[src/rtl/sfs_pkg.sv]
package sfs_pkg;
  localparam int DATA_W  = 32;
  localparam int CMD_W   = 8;
  localparam int ADDR_W  = 24;
  localparam int DLY_W   = 3;
  localparam int DUMMY_W = 4;
  localparam int REG_AW  = 4;
  localparam int CNT_W   = $clog2(DATA_W) + 1;
  localparam int FIELD_W = 4;

  localparam logic [REG_AW-1:0] A_CTRL   = 4'd0;
  localparam logic [REG_AW-1:0] A_CMD    = 4'd1;
  localparam logic [REG_AW-1:0] A_ADDR   = 4'd2;
  localparam logic [REG_AW-1:0] A_PHASE  = 4'd3;
  localparam logic [REG_AW-1:0] A_DUMMY  = 4'd4;
  localparam logic [REG_AW-1:0] A_TIMING = 4'd5;
  localparam logic [REG_AW-1:0] A_WDATA  = 4'd6;
  localparam logic [REG_AW-1:0] A_RDATA  = 4'd7;
  localparam logic [REG_AW-1:0] A_STATUS = 4'd8;

  localparam logic [FIELD_W-1:0] ADDR_FULL = 4'h7;
  localparam logic [FIELD_W-1:0] DATA_FULL = 4'hF;

  typedef enum logic [1:0] {PH_CMD = 2'd0, PH_ADDR = 2'd1, PH_DUMMY = 2'd2, PH_DATA = 2'd3} phase_e;

  typedef struct packed {
    logic               cmdOn;
    logic               addrOn;
    logic               dummyOn;
    logic               dataOn;
    logic [DUMMY_W-1:0] dummyM1;
    logic [DLY_W-1:0]   setupDly;
    logic [DLY_W-1:0]   holdDly;
    logic [DLY_W-1:0]   deselDly;
    logic               keepSel;
    logic               rdDir;
  } cfg_t;

  typedef struct packed {
    logic   startAcc;
    logic   loadPhase;
    phase_e loadSel;
    logic   shiftStep;
    logic   sampleBit;
    logic   commitRd;
    logic   csOn;
    logic   csOff;
    logic   finish;
    logic   sckOn;
    logic   driveOn;
  } strobe_t;
endpackage

[src/rtl/sfs_ctrl.sv]
module sfs_ctrl
  import sfs_pkg::*;
(
  input  logic    clk,
  input  logic    rstN,
  input  cfg_t    cfg,
  input  logic    startReq,
  input  logic    csHeld,
  output strobe_t strb
);
  typedef enum logic [2:0] {S_IDLE, S_SETUP, S_SHIFT, S_HOLD, S_DESEL} state_e;

  state_e           state, stateNx;
  logic [CNT_W-1:0] cnt, cntNx;
  logic             half, halfNx;
  phase_e           phase, phaseNx;
  logic [3:0]       phEn;
  logic [2:0]       firstSel, nextSel, enterSel;
  logic             enterNow, endNow;

  // Lowest enabled phase at or after index 'from'; bit 2 flags a hit.
  function automatic logic [2:0] pickPhase(input logic [3:0] en, input logic [2:0] from);
    logic [2:0] r;
    r = 3'b000;
    for (int i = 3; i >= 0; i--) begin
      if (en[i] && (3'(i) >= from)) r = {1'b1, 2'(i)};
    end
    return r;
  endfunction

  function automatic logic [CNT_W-1:0] lenM1(input phase_e p, input logic [DUMMY_W-1:0] d);
    case (p)
      PH_CMD:   return CNT_W'(CMD_W - 1);
      PH_ADDR:  return CNT_W'(ADDR_W - 1);
      PH_DUMMY: return CNT_W'(d);
      default:  return CNT_W'(DATA_W - 1);
    endcase
  endfunction

  assign phEn     = {cfg.dataOn, cfg.dummyOn, cfg.addrOn, cfg.cmdOn};
  assign firstSel = pickPhase(phEn, 3'd0);
  assign nextSel  = pickPhase(phEn, {1'b0, phase} + 3'd1);

  always_comb begin
    strb     = '0;
    stateNx  = state;
    cntNx    = cnt;
    halfNx   = half;
    phaseNx  = phase;
    enterNow = 1'b0;
    endNow   = 1'b0;
    enterSel = 3'b000;
    strb.sckOn   = (state == S_SHIFT) && half;
    strb.driveOn = (state == S_SHIFT);
    case (state)
      S_IDLE: begin
        if (startReq) begin
          strb.startAcc = 1'b1;
          strb.csOn     = 1'b1;
          stateNx       = S_SETUP;
          cntNx         = csHeld ? '0 : CNT_W'(cfg.setupDly);
        end
      end
      S_SETUP: begin
        if (cnt == '0) begin
          if (firstSel[2]) begin
            enterNow = 1'b1;
            enterSel = firstSel;
          end else begin
            endNow = 1'b1;
          end
        end else begin
          cntNx = cnt - 1'b1;
        end
      end
      S_SHIFT: begin
        if (!half) begin
          halfNx = 1'b1;
        end else begin
          halfNx         = 1'b0;
          strb.shiftStep = 1'b1;
          strb.sampleBit = (phase == PH_DATA) && cfg.rdDir;
          if (cnt == '0) begin
            strb.commitRd = (phase == PH_DATA) && cfg.rdDir;
            if (nextSel[2]) begin
              enterNow = 1'b1;
              enterSel = nextSel;
            end else begin
              endNow = 1'b1;
            end
          end else begin
            cntNx = cnt - 1'b1;
          end
        end
      end
      S_HOLD: begin
        if (cnt == '0) begin
          stateNx    = S_DESEL;
          cntNx      = CNT_W'(cfg.deselDly);
          strb.csOff = 1'b1;
        end else begin
          cntNx = cnt - 1'b1;
        end
      end
      S_DESEL: begin
        if (cnt == '0) begin
          stateNx     = S_IDLE;
          strb.finish = 1'b1;
        end else begin
          cntNx = cnt - 1'b1;
        end
      end
      default: stateNx = S_IDLE;
    endcase

    if (endNow) begin
      if (cfg.keepSel) begin
        stateNx     = S_IDLE;
        strb.finish = 1'b1;
      end else begin
        stateNx = S_HOLD;
        cntNx   = CNT_W'(cfg.holdDly);
      end
    end
    if (enterNow) begin
      stateNx        = S_SHIFT;
      phaseNx        = phase_e'(enterSel[1:0]);
      cntNx          = lenM1(phase_e'(enterSel[1:0]), cfg.dummyM1);
      halfNx         = 1'b0;
      strb.loadPhase = 1'b1;
      strb.loadSel   = phase_e'(enterSel[1:0]);
    end
  end

  always_ff @(posedge clk or negedge rstN) begin
    if (!rstN) begin
      state <= S_IDLE;
      cnt   <= '0;
      half  <= 1'b0;
      phase <= PH_CMD;
    end else begin
      state <= stateNx;
      cnt   <= cntNx;
      half  <= halfNx;
      phase <= phaseNx;
    end
  end
endmodule

[src/rtl/sfs_datapath.sv]
module sfs_datapath
  import sfs_pkg::*;
(
  input  logic              clk,
  input  logic              rstN,
  input  logic              regWe,
  input  logic [REG_AW-1:0] regAddr,
  input  logic [DATA_W-1:0] regWdata,
  output logic [DATA_W-1:0] regRdata,
  input  logic              miso,
  input  strobe_t           strb,
  output cfg_t              cfg,
  output logic              startReq,
  output logic              csHeld,
  output logic              doneFlag,
  output logic              csN,
  output logic              sck,
  output logic              mosi
);
  logic               ctrlWr, ctrlRd, ctrlKeep;
  logic [CMD_W-1:0]   opcode;
  logic [ADDR_W-1:0]  addrReg;
  logic               cmdOn, dummyOn;
  logic [FIELD_W-1:0] addrField, dataField;
  logic [DUMMY_W-1:0] dummyM1;
  logic [DLY_W-1:0]   setupDly, holdDly, deselDly;
  logic [DATA_W-1:0]  wdata, rdata, txShift, rxShift;
  logic               csNReg, doneReg;
  logic               ctrlWrite;

  assign ctrlWrite = regWe && (regAddr == A_CTRL) && doneReg;
  assign startReq  = ctrlWrite && regWdata[0];
  assign csHeld    = !csNReg;
  assign doneFlag  = doneReg;
  assign csN       = csNReg;
  assign sck       = strb.sckOn;
  assign mosi      = strb.driveOn & txShift[DATA_W-1];

  always_comb begin
    cfg          = '0;
    cfg.cmdOn    = cmdOn;
    cfg.addrOn   = (addrField == ADDR_FULL);
    cfg.dummyOn  = dummyOn;
    cfg.dataOn   = (dataField == DATA_FULL) && (ctrlWr || ctrlRd);
    cfg.dummyM1  = dummyM1;
    cfg.setupDly = setupDly;
    cfg.holdDly  = holdDly;
    cfg.deselDly = deselDly;
    cfg.keepSel  = ctrlKeep;
    cfg.rdDir    = ctrlRd;
  end

  always_ff @(posedge clk or negedge rstN) begin
    if (!rstN) begin
      ctrlWr    <= 1'b0;
      ctrlRd    <= 1'b0;
      ctrlKeep  <= 1'b0;
      opcode    <= '0;
      addrReg   <= '0;
      cmdOn     <= 1'b0;
      dummyOn   <= 1'b0;
      addrField <= '0;
      dataField <= '0;
      dummyM1   <= '0;
      setupDly  <= '0;
      holdDly   <= '0;
      deselDly  <= '0;
      wdata     <= '0;
    end else begin
      if (ctrlWrite) begin
        ctrlWr   <= regWdata[1];
        ctrlRd   <= regWdata[2];
        ctrlKeep <= regWdata[3];
      end
      if (regWe) begin
        case (regAddr)
          A_CMD:   opcode  <= regWdata[16 +: CMD_W];
          A_ADDR:  addrReg <= regWdata[ADDR_W-1:0];
          A_PHASE: begin
            cmdOn     <= regWdata[0];
            addrField <= regWdata[7:4];
            dummyOn   <= regWdata[8];
            dataField <= regWdata[15:12];
          end
          A_DUMMY: dummyM1 <= regWdata[DUMMY_W-1:0];
          A_TIMING: begin
            setupDly <= regWdata[0 +: DLY_W];
            holdDly  <= regWdata[4 +: DLY_W];
            deselDly <= regWdata[8 +: DLY_W];
          end
          A_WDATA: wdata <= regWdata;
          default: ;
        endcase
      end
    end
  end

  always_ff @(posedge clk or negedge rstN) begin
    if (!rstN) begin
      txShift <= '0;
      rxShift <= '0;
      rdata   <= '0;
      csNReg  <= 1'b1;
      doneReg <= 1'b1;
    end else begin
      if (strb.loadPhase) begin
        case (strb.loadSel)
          PH_CMD:   txShift <= {opcode, {(DATA_W-CMD_W){1'b0}}};
          PH_ADDR:  txShift <= {addrReg, {(DATA_W-ADDR_W){1'b0}}};
          PH_DUMMY: txShift <= '0;
          default:  txShift <= ctrlWr ? wdata : '0;
        endcase
      end else if (strb.shiftStep) begin
        txShift <= {txShift[DATA_W-2:0], 1'b0};
      end
      if (strb.sampleBit) rxShift <= {rxShift[DATA_W-2:0], miso};
      if (strb.commitRd)  rdata   <= {rxShift[DATA_W-2:0], miso};
      if (strb.csOn)       csNReg <= 1'b0;
      else if (strb.csOff) csNReg <= 1'b1;
      if (strb.startAcc)    doneReg <= 1'b0;
      else if (strb.finish) doneReg <= 1'b1;
    end
  end

  always_comb begin
    regRdata = '0;
    case (regAddr)
      A_CTRL:   regRdata[3:1] = {ctrlKeep, ctrlRd, ctrlWr};
      A_CMD:    regRdata[16 +: CMD_W] = opcode;
      A_ADDR:   regRdata[ADDR_W-1:0] = addrReg;
      A_PHASE: begin
        regRdata[0]     = cmdOn;
        regRdata[7:4]   = addrField;
        regRdata[8]     = dummyOn;
        regRdata[15:12] = dataField;
      end
      A_DUMMY:  regRdata[DUMMY_W-1:0] = dummyM1;
      A_TIMING: begin
        regRdata[0 +: DLY_W] = setupDly;
        regRdata[4 +: DLY_W] = holdDly;
        regRdata[8 +: DLY_W] = deselDly;
      end
      A_WDATA:  regRdata = wdata;
      A_RDATA:  regRdata = rdata;
      A_STATUS: regRdata[1:0] = {!csNReg, doneReg};
      default:  ;
    endcase
  end
endmodule

[src/rtl/sflash_seq.sv]
module sflash_seq
  import sfs_pkg::*;
(
  input  logic              clk,
  input  logic              rstN,
  input  logic              regWe,
  input  logic [REG_AW-1:0] regAddr,
  input  logic [DATA_W-1:0] regWdata,
  output logic [DATA_W-1:0] regRdata,
  output logic              csN,
  output logic              sck,
  output logic              mosi,
  input  logic              miso
);
  cfg_t    cfg;
  strobe_t strb;
  logic    startReq, csHeld, doneFlag, startAcc;

  assign startAcc = strb.startAcc;

  sfs_ctrl i_ctrl (
    .clk      (clk),
    .rstN     (rstN),
    .cfg      (cfg),
    .startReq (startReq),
    .csHeld   (csHeld),
    .strb     (strb)
  );

  sfs_datapath i_dp (
    .clk      (clk),
    .rstN     (rstN),
    .regWe    (regWe),
    .regAddr  (regAddr),
    .regWdata (regWdata),
    .regRdata (regRdata),
    .miso     (miso),
    .strb     (strb),
    .cfg      (cfg),
    .startReq (startReq),
    .csHeld   (csHeld),
    .doneFlag (doneFlag),
    .csN      (csN),
    .sck      (sck),
    .mosi     (mosi)
  );
endmodule

[config.mk]
export PLATFORM = sky130hd
export DESIGN_NAME = sflash_seq
export DESIGN_NICKNAME = d
export VERILOG_FILES = /design/src/rtl/sfs_pkg.sv /design/src/rtl/sfs_ctrl.sv /design/src/rtl/sfs_datapath.sv /design/src/rtl/sflash_seq.sv
export SDC_FILE = /design/constraint.sdc
export NUM_CORES = 1
export LEC_CHECK = 0
export ABC_AREA = 1
export BUFFER_PORTS_ARGS = -buffer_cell sky130_fd_sc_hd__buf_2
export CORE_MARGIN = 5
export CORE_UTILIZATION = 32
export CTS_CLUSTER_SIZE = 24
export DETAILED_ROUTE_END_ITERATION = 6
export GPL_TIMING_DRIVEN = 1
export PLACE_DENSITY_LB_ADDON = 0.08
export SYNTH_ARGS = -nofsm -noshare
export SYNTH_HDL_FRONTEND = slang
export SYNTH_HIERARCHICAL = 1
export SYNTH_SLANG_ARGS = --single-unit
[constraint.sdc]
create_clock -name clk -period 5.7 [get_ports clk]
set_input_delay 0 -clock clk [delete_from_list [all_inputs] [get_ports clk]]
set_output_delay 0 -clock clk [all_outputs]
set_load 0.01 [all_outputs]
==> impl_metrics.csv, run 1 <==
group,metric,value,unit
sta,setup_viol_count_final,0,
cts,cts-root-buf,"clkbuf_16",
drt,wl_met1,17500,µm
place,post-dp-hpwl,23700,µm
floorplan,ios,75,
worst_hold_path,hold_path.class,"primary input to flip-flop",
floorplan,core-area,31300,µm²
worst_setup_path,end_kind,"flip-flop",
worst_setup_path,critPathRequiredTime,6030,ps
yosys,synth_top_cell_by_area,"dfrtp_1",
sta,setup_tns,0,ps
worst_hold_path,whs_path_depth,4,
drt,via_per_inst,4.90,
pwr,p_per_area,279,nW/µm²
drt,first_pass_iters,5,
sta,finalClockSkew,9.98,ps
worst_setup_path,crit_path_max_incr_delay,550,ps
yosys,ys.flop_type,"dfrtp_1",
cts,post_cts_resized,0,
yosys,synth_cell_type_count,35,
sta,relSlewSlack,32.8,%
yosys,synth_edf_count,0,
final_layout,layout.cells.non_filler,1814,
outcome,status,"complete, no violations",
cts,cts-buffers-inserted,17,
yosys,synthTopCellsByArea,"dfrtp_1 49%, nand2_1 16%, o21ai_0 6.0%, nand3_1 5.9%, inv_1 5.0%",
pwr,vdd_drop_max,204,µV
floorplan,initial_utilization,32.1,%
sta,drv_slew,0,
grt,grt_pass1_wl,52300,µm
drt,wl_per_cell,18.5,µm
floorplan,die_w,187,µm
yosys,synth_nets,1368,
pwr,p_leak,5.80,nW
sta,fin_ws,2720,ps
place,globalplace.congestion,0.847,
worst_setup_path,arrival,3300,ps
place,pre_cts_ws,2710,ps
worst_setup_path,path_class,"flip-flop to flip-flop",
yosys,synth-seq-cells,199,
yosys,post_synth.cell_area_avg,7.58,µm²
yosys,yosys.cell_count.top_type,"nand2_1",
yosys,async_flop_share,100,%
worst_setup_path,worstPathCellList,"inv_1, ha_1, nand3_2, nor2_4, inv_2, o21ai_4, clkinv_1, nand2_1, o21ai_0, nand2_1, nand3b_1",
worst_setup_path,cp_max_fo,19,
cts,clk_latency,450,ps
cts,postCtsSetupRepairBufs,0,
final_layout,fin_nets,1440,
sta,clock.fmax,0.336,GHz
cts,tritoncts,"done",
worst_setup_path,worst-path-buf-inv,3,
drt,dr.first_iter.drc_count,692,
place,port-buffer-count,74,
cts,clockBufferDepth,2,
grt,grt.total_usage,19.0,%
final_layout,final_layout_size_suffix_gt1_share,12.0,%
sta,min_period_over_period,52.2,%
sta,rsz0062_at_grt,"false",
drt,wirelength,33500,µm
place,dp_cells,1747,
sta,fin_crit,2980,ps
sta,tightest_slew,1000,ps
floorplan,die_h,187,µm
cts,path_clk_slew,80,ps
floorplan,dieArea,35100,µm²
yosys,yosysSeqAreaShare,49.5,%
cts,hold_buffers,35,
worst_setup_path,cp_num_cells,11,
cts,cts_max_level,4,
worst_setup_path,crit_family,"simple AND/OR/NAND/NOR gates",
job,maxCapViolations,0,
worst_setup_path,start_kind,"flip-flop",
grt,grt_remaining_overflow,0,
final_layout,area_growth,15.7,%
final_layout,nFillCells,3354,
grt,grt_pass1_vias,8678,
yosys,synthCells,1327,
yosys,yosysWarnings,6,
drt,dr_wl_met2,14300,µm
floorplan,row_count,65,
worst_setup_path,reg2reg_depth,11,
yosys,syn_area,10100,µm²
final_layout,n_antenna_cell,0,
drt,dr_total_vias,8893,
yosys,netlist.area_leader.share,49.0,%
yosys,synthTopCellsByCount,"428 x nand2_1, 197 x dfrtp_1, 133 x inv_1, 121 x o21ai_0, 118 x nand3_1",
cts,clock_sinks,199,
worst_setup_path,crit_top_cell,"nand2_1",
grt,antenna_found_initial,0,
drt,drcViolationCount,0,
grt,grt_start_max_net_pins,99,
drt,wl_met3,1280,µm
sta,finalHoldViolCount,0,
worst_setup_path,crit_slowest_cell,"clkinv_1",
drt,ant_nets,0,
drt,highest_layer,"met4",
[routing by layer]
metal  track usage, %  vias to the layer above
met2             27.5                      206
met4             4.49                        0
met1             29.6                     4249
met5                0                        -
met3             2.87                       27
li1                 -                     4411
[registers in the layout, summed over array words and instances (netlist names), 2 cells and up]
signal	count
i_dp/txShift	32
i_dp/addrReg	24
i_dp/setupDly	3
i_dp/wdata	32
i_dp/holdDly	3
i_dp/opcode	8
i_ctrl/phase	2
i_ctrl/cnt	6
i_dp/dataField	4
i_ctrl/state	3
i_dp/rdata	32
i_dp/dummyM1	4
i_dp/addrField	4
i_dp/rxShift	31
i_dp/deselDly	3
[final timing paths]
| path | end | from | slack [ps] |
|---|---|---|---|
| max | i_dp/txShift[29] | i_ctrl/cnt[0] | 2720 |
| min | i_dp/dummyM1[3] | regAddr[1] | 180 |
| max reg2reg | i_dp/txShift[29] | i_ctrl/cnt[0] | 2720 |
| min reg2reg | i_dp/addrField[1] | i_dp/addrField[1] | 480 |
| max in group asynchronous | i_dp/opcode[3] | rstN | 4190 |
| min in group asynchronous | i_dp/cmdOn | rstN | 210 |
[power by group]
group          switching (mW)  internal [mW]
logic                   0.230          0.117
registers               0.135           1.55
clock network           0.597          0.616
[logic make-up after synthesis]
group / after synthesis / share of synthesized area (%)
AND/OR/NAND/NOR: 705 / 30.4
flip-flops: 199 / 49.5
adder cells (fa/ha/maj): 1 / 0.124
buffers and inverters: 214 / 8.96
multiplexers: 2 / 0.224
AO/OA/AOI/OAI: 206 / 10.7
[metrics by stage]
stage | cell area [µm²] | hold slack, ps | util (%) | power, mW
after floorplan | 10100 | -296 | - | 1.85
after global placement | 10700 | 172 | 34.2 | 2.04
after detailed placement | 10700 | 161 | 34.2 | 2.04
after CTS | 11600 | 156 | 37.2 | 3.29
after global routing | 11600 | 216 | 37.2 | 3.40
final | 11600 | 184 | 37.2 | 3.24
[area by class of cell]
class                           count  area [µm²]  share of cell area (%)
Sequential cell                   199        4980                    42.8
Multi-Input combinational cell    914        4200                    36.1
Timing Repair Buffer              126         857                    7.37
Inverter                          141         529                    4.55
Tap cell                          402         503                    4.32
Clock buffer                       18         429                    3.69
Clock inverter                     14         139                    1.19
[worst min-delay path, stage by stage]
cell and delay, ps:
buf_2 150, nor2_2 110, nand3_1 220, a21oi_1 110
[layout by cell type, fill, tap and decap left out, drive strengths merged]
cell,Yosys,final
ha,1,1
nand3b,6,6
o22ai,9,9
nand3,122,122
a21boi,1,1
nor2,95,95
dfrtp,197,197
a21oi,38,38
dfstp,2,2
bufinv,0,1
o21ai,153,153
inv,140,147
nand2,438,438
clkbuf,38,19
o211ai,3,3
clkinv,1,5
o21bai,2,2
clkinvlp,0,2
dlygate4sd3,0,35
or2,1,1
buf,35,90
mux2,2,2
nor3,3,3
nand4,40,40
No activity file was read; power rests on OpenSTA's default activity.
==> run 2, diff against run 1 <==
clock period = 2.9 ns   (was 5.7 ns; I/O delays follow)
==> impl_metrics.csv, run 2 (same netlist as run 1, synthesis figures left out) <==
group,metric,value,unit
outcome,status,"complete, no violations",
sta,relSlewSlack,46.1,%
grt,grt_remaining_overflow,0,
sta,clock.fmax,0.405,GHz
worst_setup_path,cp_max_fo,8,
worst_setup_path,arrival,2850,ps
cts,path_clk_slew,80,ps
floorplan,ios,75,
place,post-dp-hpwl,24400,µm
worst_setup_path,crit_slowest_cell,"nor2_1",
place,dp_cells,1764,
final_layout,final_layout_size_suffix_gt1_share,13.0,%
drt,dr.first_iter.drc_count,656,
grt,antenna_found_initial,0,
cts,cts-buffers-inserted,17,
place,globalplace.congestion,0.867,
drt,wl_per_cell,18.5,µm
grt,grt.total_usage,19.6,%
cts,clockBufferDepth,2,
floorplan,row_count,65,
sta,whs,27.2,ps
cts,clk_latency,460,ps
cts,clock_sinks,199,
final_layout,layout_commonest_cell,"nand2_1",
worst_setup_path,worst-path-buf-inv,1,
worst_setup_path,crit_top_cell,"nand2_1",
worst_setup_path,critPathRequiredTime,3280,ps
floorplan,initial_utilization,32.1,%
drt,wirelength,33800,µm
floorplan,die_w,187,µm
sta,drv_slew,0,
worst_setup_path,path_class,"flip-flop to flip-flop",
pwr,p_leak,5.91,nW
sta,finalHoldViolCount,0,
drt,dr_total_vias,9002,
final_layout,area_growth,17.6,%
worst_setup_path,cp-startpoint,"i_dp/addrField[3]",
worst_setup_path,reg2reg_from,"i_dp/addrField[3]",
cts,cts-root-buf,"clkbuf_16",
pwr,vdd_drop_max,439,µV
worst_hold_path,hp-start,"regWe",
sta,tightest_slew,807,ps
worst_setup_path,end_kind,"flip-flop",
pwr,total_power,6.50,mW
job,maxCapViolations,0,
place,port-buffer-count,74,
final_layout,n_antenna_cell,0,
worst_setup_path,worstPathCellList,"nor3_1, nand3_1, nand2_1, inv_1, nand2_1, o21ai_4, nor2_1, nand2_1, nand2_1, o21ai_0, nand2_1",
worst_setup_path,crit_family,"simple AND/OR/NAND/NOR gates",
sta,setup_tns,0,ps
place,pre_cts_ws,439,ps
cts,cts_max_level,4,
floorplan,die_h,187,µm
grt,grt_pass1_vias,8850,
grt,grt_start_max_net_pins,85,
drt,drcViolationCount,0,
drt,via_per_inst,4.92,
sta,rsz0062_at_grt,"false",
worst_setup_path,crit_path_max_incr_delay,590,ps
worst_hold_path,hold_path.class,"primary input to flip-flop",
final_layout,fin_nets,1456,
cts,tritoncts,"done",
drt,ant_nets,0,
sta,fin_crit,2470,ps
grt,grt_pass1_wl,53900,µm
cts,postCtsSetupRepairBufs,0,
final_layout,top_regs,"i_dp/rdata (32), i_dp/txShift (32), i_dp/wdata (32)",
final_layout,layout.cells.non_filler,1830,
sta,setup_viol_count_final,0,
final_layout,layout_common_cells,"428 x nand2_1, 197 x dfrtp_1, 133 x inv_1",
pwr,p_per_area,550,nW/µm²
drt,first_pass_iters,5,
worst_setup_path,start_kind,"flip-flop",
sta,finalClockSkew,14.2,ps
floorplan,dieArea,35100,µm²
sta,min_period_over_period,85.2,%
sta,fin_ws,428,ps
floorplan,core-area,31300,µm²
==> run 2: cell types whose count changed in the layout (fill, tap and decap cells not counted), sizes merged <==
| cell | before | now |
|---|---|---|
| clkinv | 5 | 8 |
| clkinvlp | 2 | 0 |
| dlygate4sd3 | 35 | 34 |
| inv | 147 | 146 |
| buf | 90 | 107 |
==> run 2: worst min-delay path, cell delays in order <==
cell	delay, ps
buf_2	130
nand2_1	100
nor2_1	80
nand2_1	60
nand2_1	50
==> run 2: area by class of cell <==
type                       count  area [µm²]
timing repair buffer         142        1000
tap                          402         503
fill                        3281       19500
clock buffer                  18         429
clock inverter                14         184
sequential                   199        4980
inverter                     141         529
multi-input combinational    914        4200
==> run 2: repair_timing <==
action / 4_1_cts / 5_1_grt
hold buffers: 34 / 0
resized for setup: 0 / 0
endpoints found under the hold margin: 170 / 0
==> run 2: worst paths after layout <==
path | slack, ps | cells after the start | to
worst max-delay path | 430 | 11 | i_dp/txShift[30]
worst min-delay path | 30 | 5 | i_dp/ctrlKeep
worst max register to register | 430 | 11 | i_dp/txShift[30]
worst min register to register | 480 | 2 | i_dp/rxShift[4]
max in group asynchronous | 1880 | 3 | i_dp/doneFlag
min in group asynchronous | 180 | 2 | i_ctrl/cnt[1]
==> run 2: per-layer routing <==
metal	wire length (µm)	global-route usage, %
met1	17000	29.8
met2	14700	29.0
met3	1640	3.53
met4	454	4.41
met5	0	0
==> run 2: through the flow <==
stage | util (%) | area [µm²]
floorplan | - | 10100
detailed placement | 34.7 | 10900
global route | 37.8 | 11800
finish | 37.8 | 11800
global placement | 34.7 | 10900
CTS | 37.8 | 11800
==> run 2: report_power, final <==
part | leakage [nW] | internal (mW) | switching, mW | total, mW
Clock | 0.296 | 1.25 | 1.26 | 2.50
Sequential | 2.60 | 3.04 | 0.269 | 3.31
Combinational | 3.01 | 0.239 | 0.452 | 0.691
==> run 3, diff against run 2 <==
SYNTH_HIERARCHICAL = not set   (was 1)
==> impl_metrics.csv, run 3 <==
group,metric,value,unit
yosys,syn_area,9580,µm²
cts,clk_latency,450,ps
worst_setup_path,cp_max_fo,24,
pwr,total_power,6.50,mW
grt,grt_start_max_net_pins,64,
sta,drv_slew,0,
worst_setup_path,crit_path_max_incr_delay,400,ps
worst_setup_path,cp_num_cells,12,
yosys,synthCells,1198,
worst_setup_path,start_kind,"flip-flop",
grt,top_usage_layer,"met2",
pwr,power.internal,4.62,mW
sta,min_period_over_period,78.2,%
yosys,netlist.area_leader.share,51.4,%
worst_setup_path,critPathRequiredTime,3220,ps
worst_setup_path,crit_family,"simple AND/OR/NAND/NOR gates",
worst_setup_path,reg2reg_depth,12,
floorplan,ios,75,
sta,rsz0062_at_grt,"false",
cts,tritoncts,"done",
drt,drcViolationCount,0,
worst_setup_path,crit_slowest_cell,"dfrtp_1",
sta,tightest_slew,959,ps
final_layout,seq_area,4980,µm²
grt,grt_pass1_vias,8015,
worst_setup_path,crit_top_cell,"nand2_1",
worst_setup_path,reg2reg_setup_slack,630,ps
sta,fin_crit,2270,ps
final_layout,layout_common_cells,"412 x nand2_1, 197 x dfrtp_1, 170 x o21ai_0",
pwr,clkPwrFrac,39.5,%
grt,grt_use_met1,27.1,%
cts,clockBufferDepth,2,
worst_hold_path,hold_path.class,"primary input to async pin",
drt,via_per_inst,4.83,
yosys,synth_cell_type_count,41,
pwr,p_leak,5.46,nW
final_layout,layout_commonest_cell,"nand2_1",
grt,antenna_found_initial,0,
final_layout,top_regs,"i_dp.rdata (32), i_dp.txShift (32), i_dp.wdata (32)",
grt,grt_pass1_wl,47500,µm
grt,grt_remaining_overflow,0,
pwr,p_per_area,572,nW/µm²
job,maxCapViolations,0,
yosys,post_synth.cell_area_avg,8.00,µm²
drt,dr_total_vias,8180,
drt,dr.first_iter.drc_count,615,
sta,relSlewSlack,36.0,%
sta,finalClockSkew,19.3,ps
cts,path_clk_slew,80,ps
drt,ant_nets,0,
drt,wl_per_cell,17.8,µm
grt,grt.total_usage,18.3,%
yosys,ys.flop_type,"dfrtp_1",
drt,first_pass_iters,7,
yosys,synth_top_cell_by_area,"dfrtp_1",
floorplan,dieArea,33500,µm²
floorplan,die_w,183,µm
yosys,synth-seq-cells,199,
worst_setup_path,arrival,2590,ps
worst_setup_path,worst-path-buf-inv,2,
grt,met3_usage,2.94,%
place,globalplace.congestion,0.864,
final_layout,final_layout_size_suffix_gt1_share,13.3,%
place,place_area,10400,µm²
yosys,yosys.cell_count.top_type,"nand2_1",
yosys,synthTopCellsByCount,"414 x nand2_1, 197 x dfrtp_1, 170 x o21ai_0, 95 x inv_1, 62 x nor2_1",
floorplan,initial_utilization,32.3,%
sta,setup_tns,0,ps
pwr,vdd_drop_max,357,µV
worst_setup_path,path_class,"flip-flop to flip-flop",
floorplan,die_h,183,µm
worst_setup_path,worstPathCellList,"inv_1, ha_1, nand3_4, nor2_4, nand3_1, nand2_4, buf_4, nor2_4, nand2_1, nand2_1, o21bai_1, nand2_1",
yosys,synthTopCellsByArea,"dfrtp_1 51%, nand2_1 16%, o21ai_0 8.9%, inv_1 3.7%, nand3_1 2.8%",
pwr,p_sw_share,29.0,%
place,port-buffer-count,74,
cts,post_cts_resized,0,
pwr,p_sw,1.88,mW
yosys,yosysSeqAreaShare,52.0,%
sta,setup_viol_count_final,0,
yosys,synth_nets,1239,
grt,gr-usage-met2,27.9,%
final_layout,nFillCells,3186,
floorplan,core-area,29600,µm²
sta,finalHoldViolCount,0,
final_layout,multi_input_area,3930,µm²
outcome,status,"complete, no violations",
yosys,async_flop_share,100,%
cts,cts-buffers-inserted,17,
yosys,yosysWarnings,0,
final_layout,n_antenna_cell,0,
pwr,power_frac_comb,9.1,%
sta,clock.fmax,0.441,GHz
final_layout,post-route-cell-area,11400,µm²
cts,clock_sinks,199,
pwr,p_seq_share,51.4,%
worst_setup_path,end_kind,"flip-flop",
place,post-dp-hpwl,21700,µm
cts,cts_max_level,4,
final_layout,area_growth,18.7,%
yosys,synth_edf_count,0,
final_layout,fin_nets,1332,
drt,wirelength,30200,µm
floorplan,row_count,63,
cts,cts-root-buf,"clkbuf_16",
-- run 3: power groups by stage --
stage | Clock, mW | Sequential (mW) | Combinational, mW
global route | 2.76 | 3.37 | 0.686
detailed placement | 0 | 3.40 | 0.566
floorplan | 0 | 3.23 | 0.345
global placement | 0 | 3.41 | 0.557
CTS | 2.65 | 3.34 | 0.603
finish | 2.57 | 3.34 | 0.592
-- run 3: final timing paths --
check / from / to
max in group asynchronous: rstN / i_dp.rxShift[29]
setup reg to reg: i_ctrl.cnt[0] / i_dp.txShift[30]
min in group clk: regWe / i_dp.dummyM1[0]
hold reg to reg: i_dp.txShift[14] / i_dp.txShift[14]
setup / recovery: i_ctrl.cnt[0] / i_dp.txShift[30]
hold / removal: rstN / i_ctrl.state[1]
-- run 3: metal layers --
metal,wire length [µm],vias to the layer above
met2,13500,175
met1,14900,3892
met3,1190,32
met4,522,0
met5,0,-
li1,-,4081
-- run 3: area by class of cell --
cell class	instances	share of cell area, %
multi-input combinational	835	34.5
timing repair buffer	131	8.17
tap	390	4.29
inverter	107	3.53
clock buffer	18	3.86
sequential	199	43.8
clock inverter	14	1.80
-- run 3: cell families (layout without fill, tap and decap cells) --
group | after synthesis | count (layout) | share of synthesized area (%)
muxes | 8 | 8 | 0.940
xor gates and xnor gates | 1 | 1 | 0.0914
buffers and inverters | 164 | 270 | 7.06
adders and majority gates | 1 | 1 | 0.131
and+or+nand+nor | 597 | 597 | 26.7
DFF | 199 | 199 | 52.0
AOI/OAI and AO/OA | 228 | 228 | 13.0
-- run 3: per-stage QoR --
stage / util [%] / setup WS (ps) / hold slack (ps) / std cells
global placement: 35.1 / 738 / 39.0 / 1628
finish: 38.4 / 631 / 113 / 1694
global route: 38.4 / 399 / 119 / 1694
CTS: 38.4 / 639 / 108 / 1694
floorplan: - / 1060 / -296 / 1198
detailed placement: 35.1 / 671 / 43.4 / 1628
-- run 3: repair_timing --
action                    in CTS  in global routing
buffers inserted               0                  0
hold endpoints to repair     151                  0
hold buffers                  34                  0
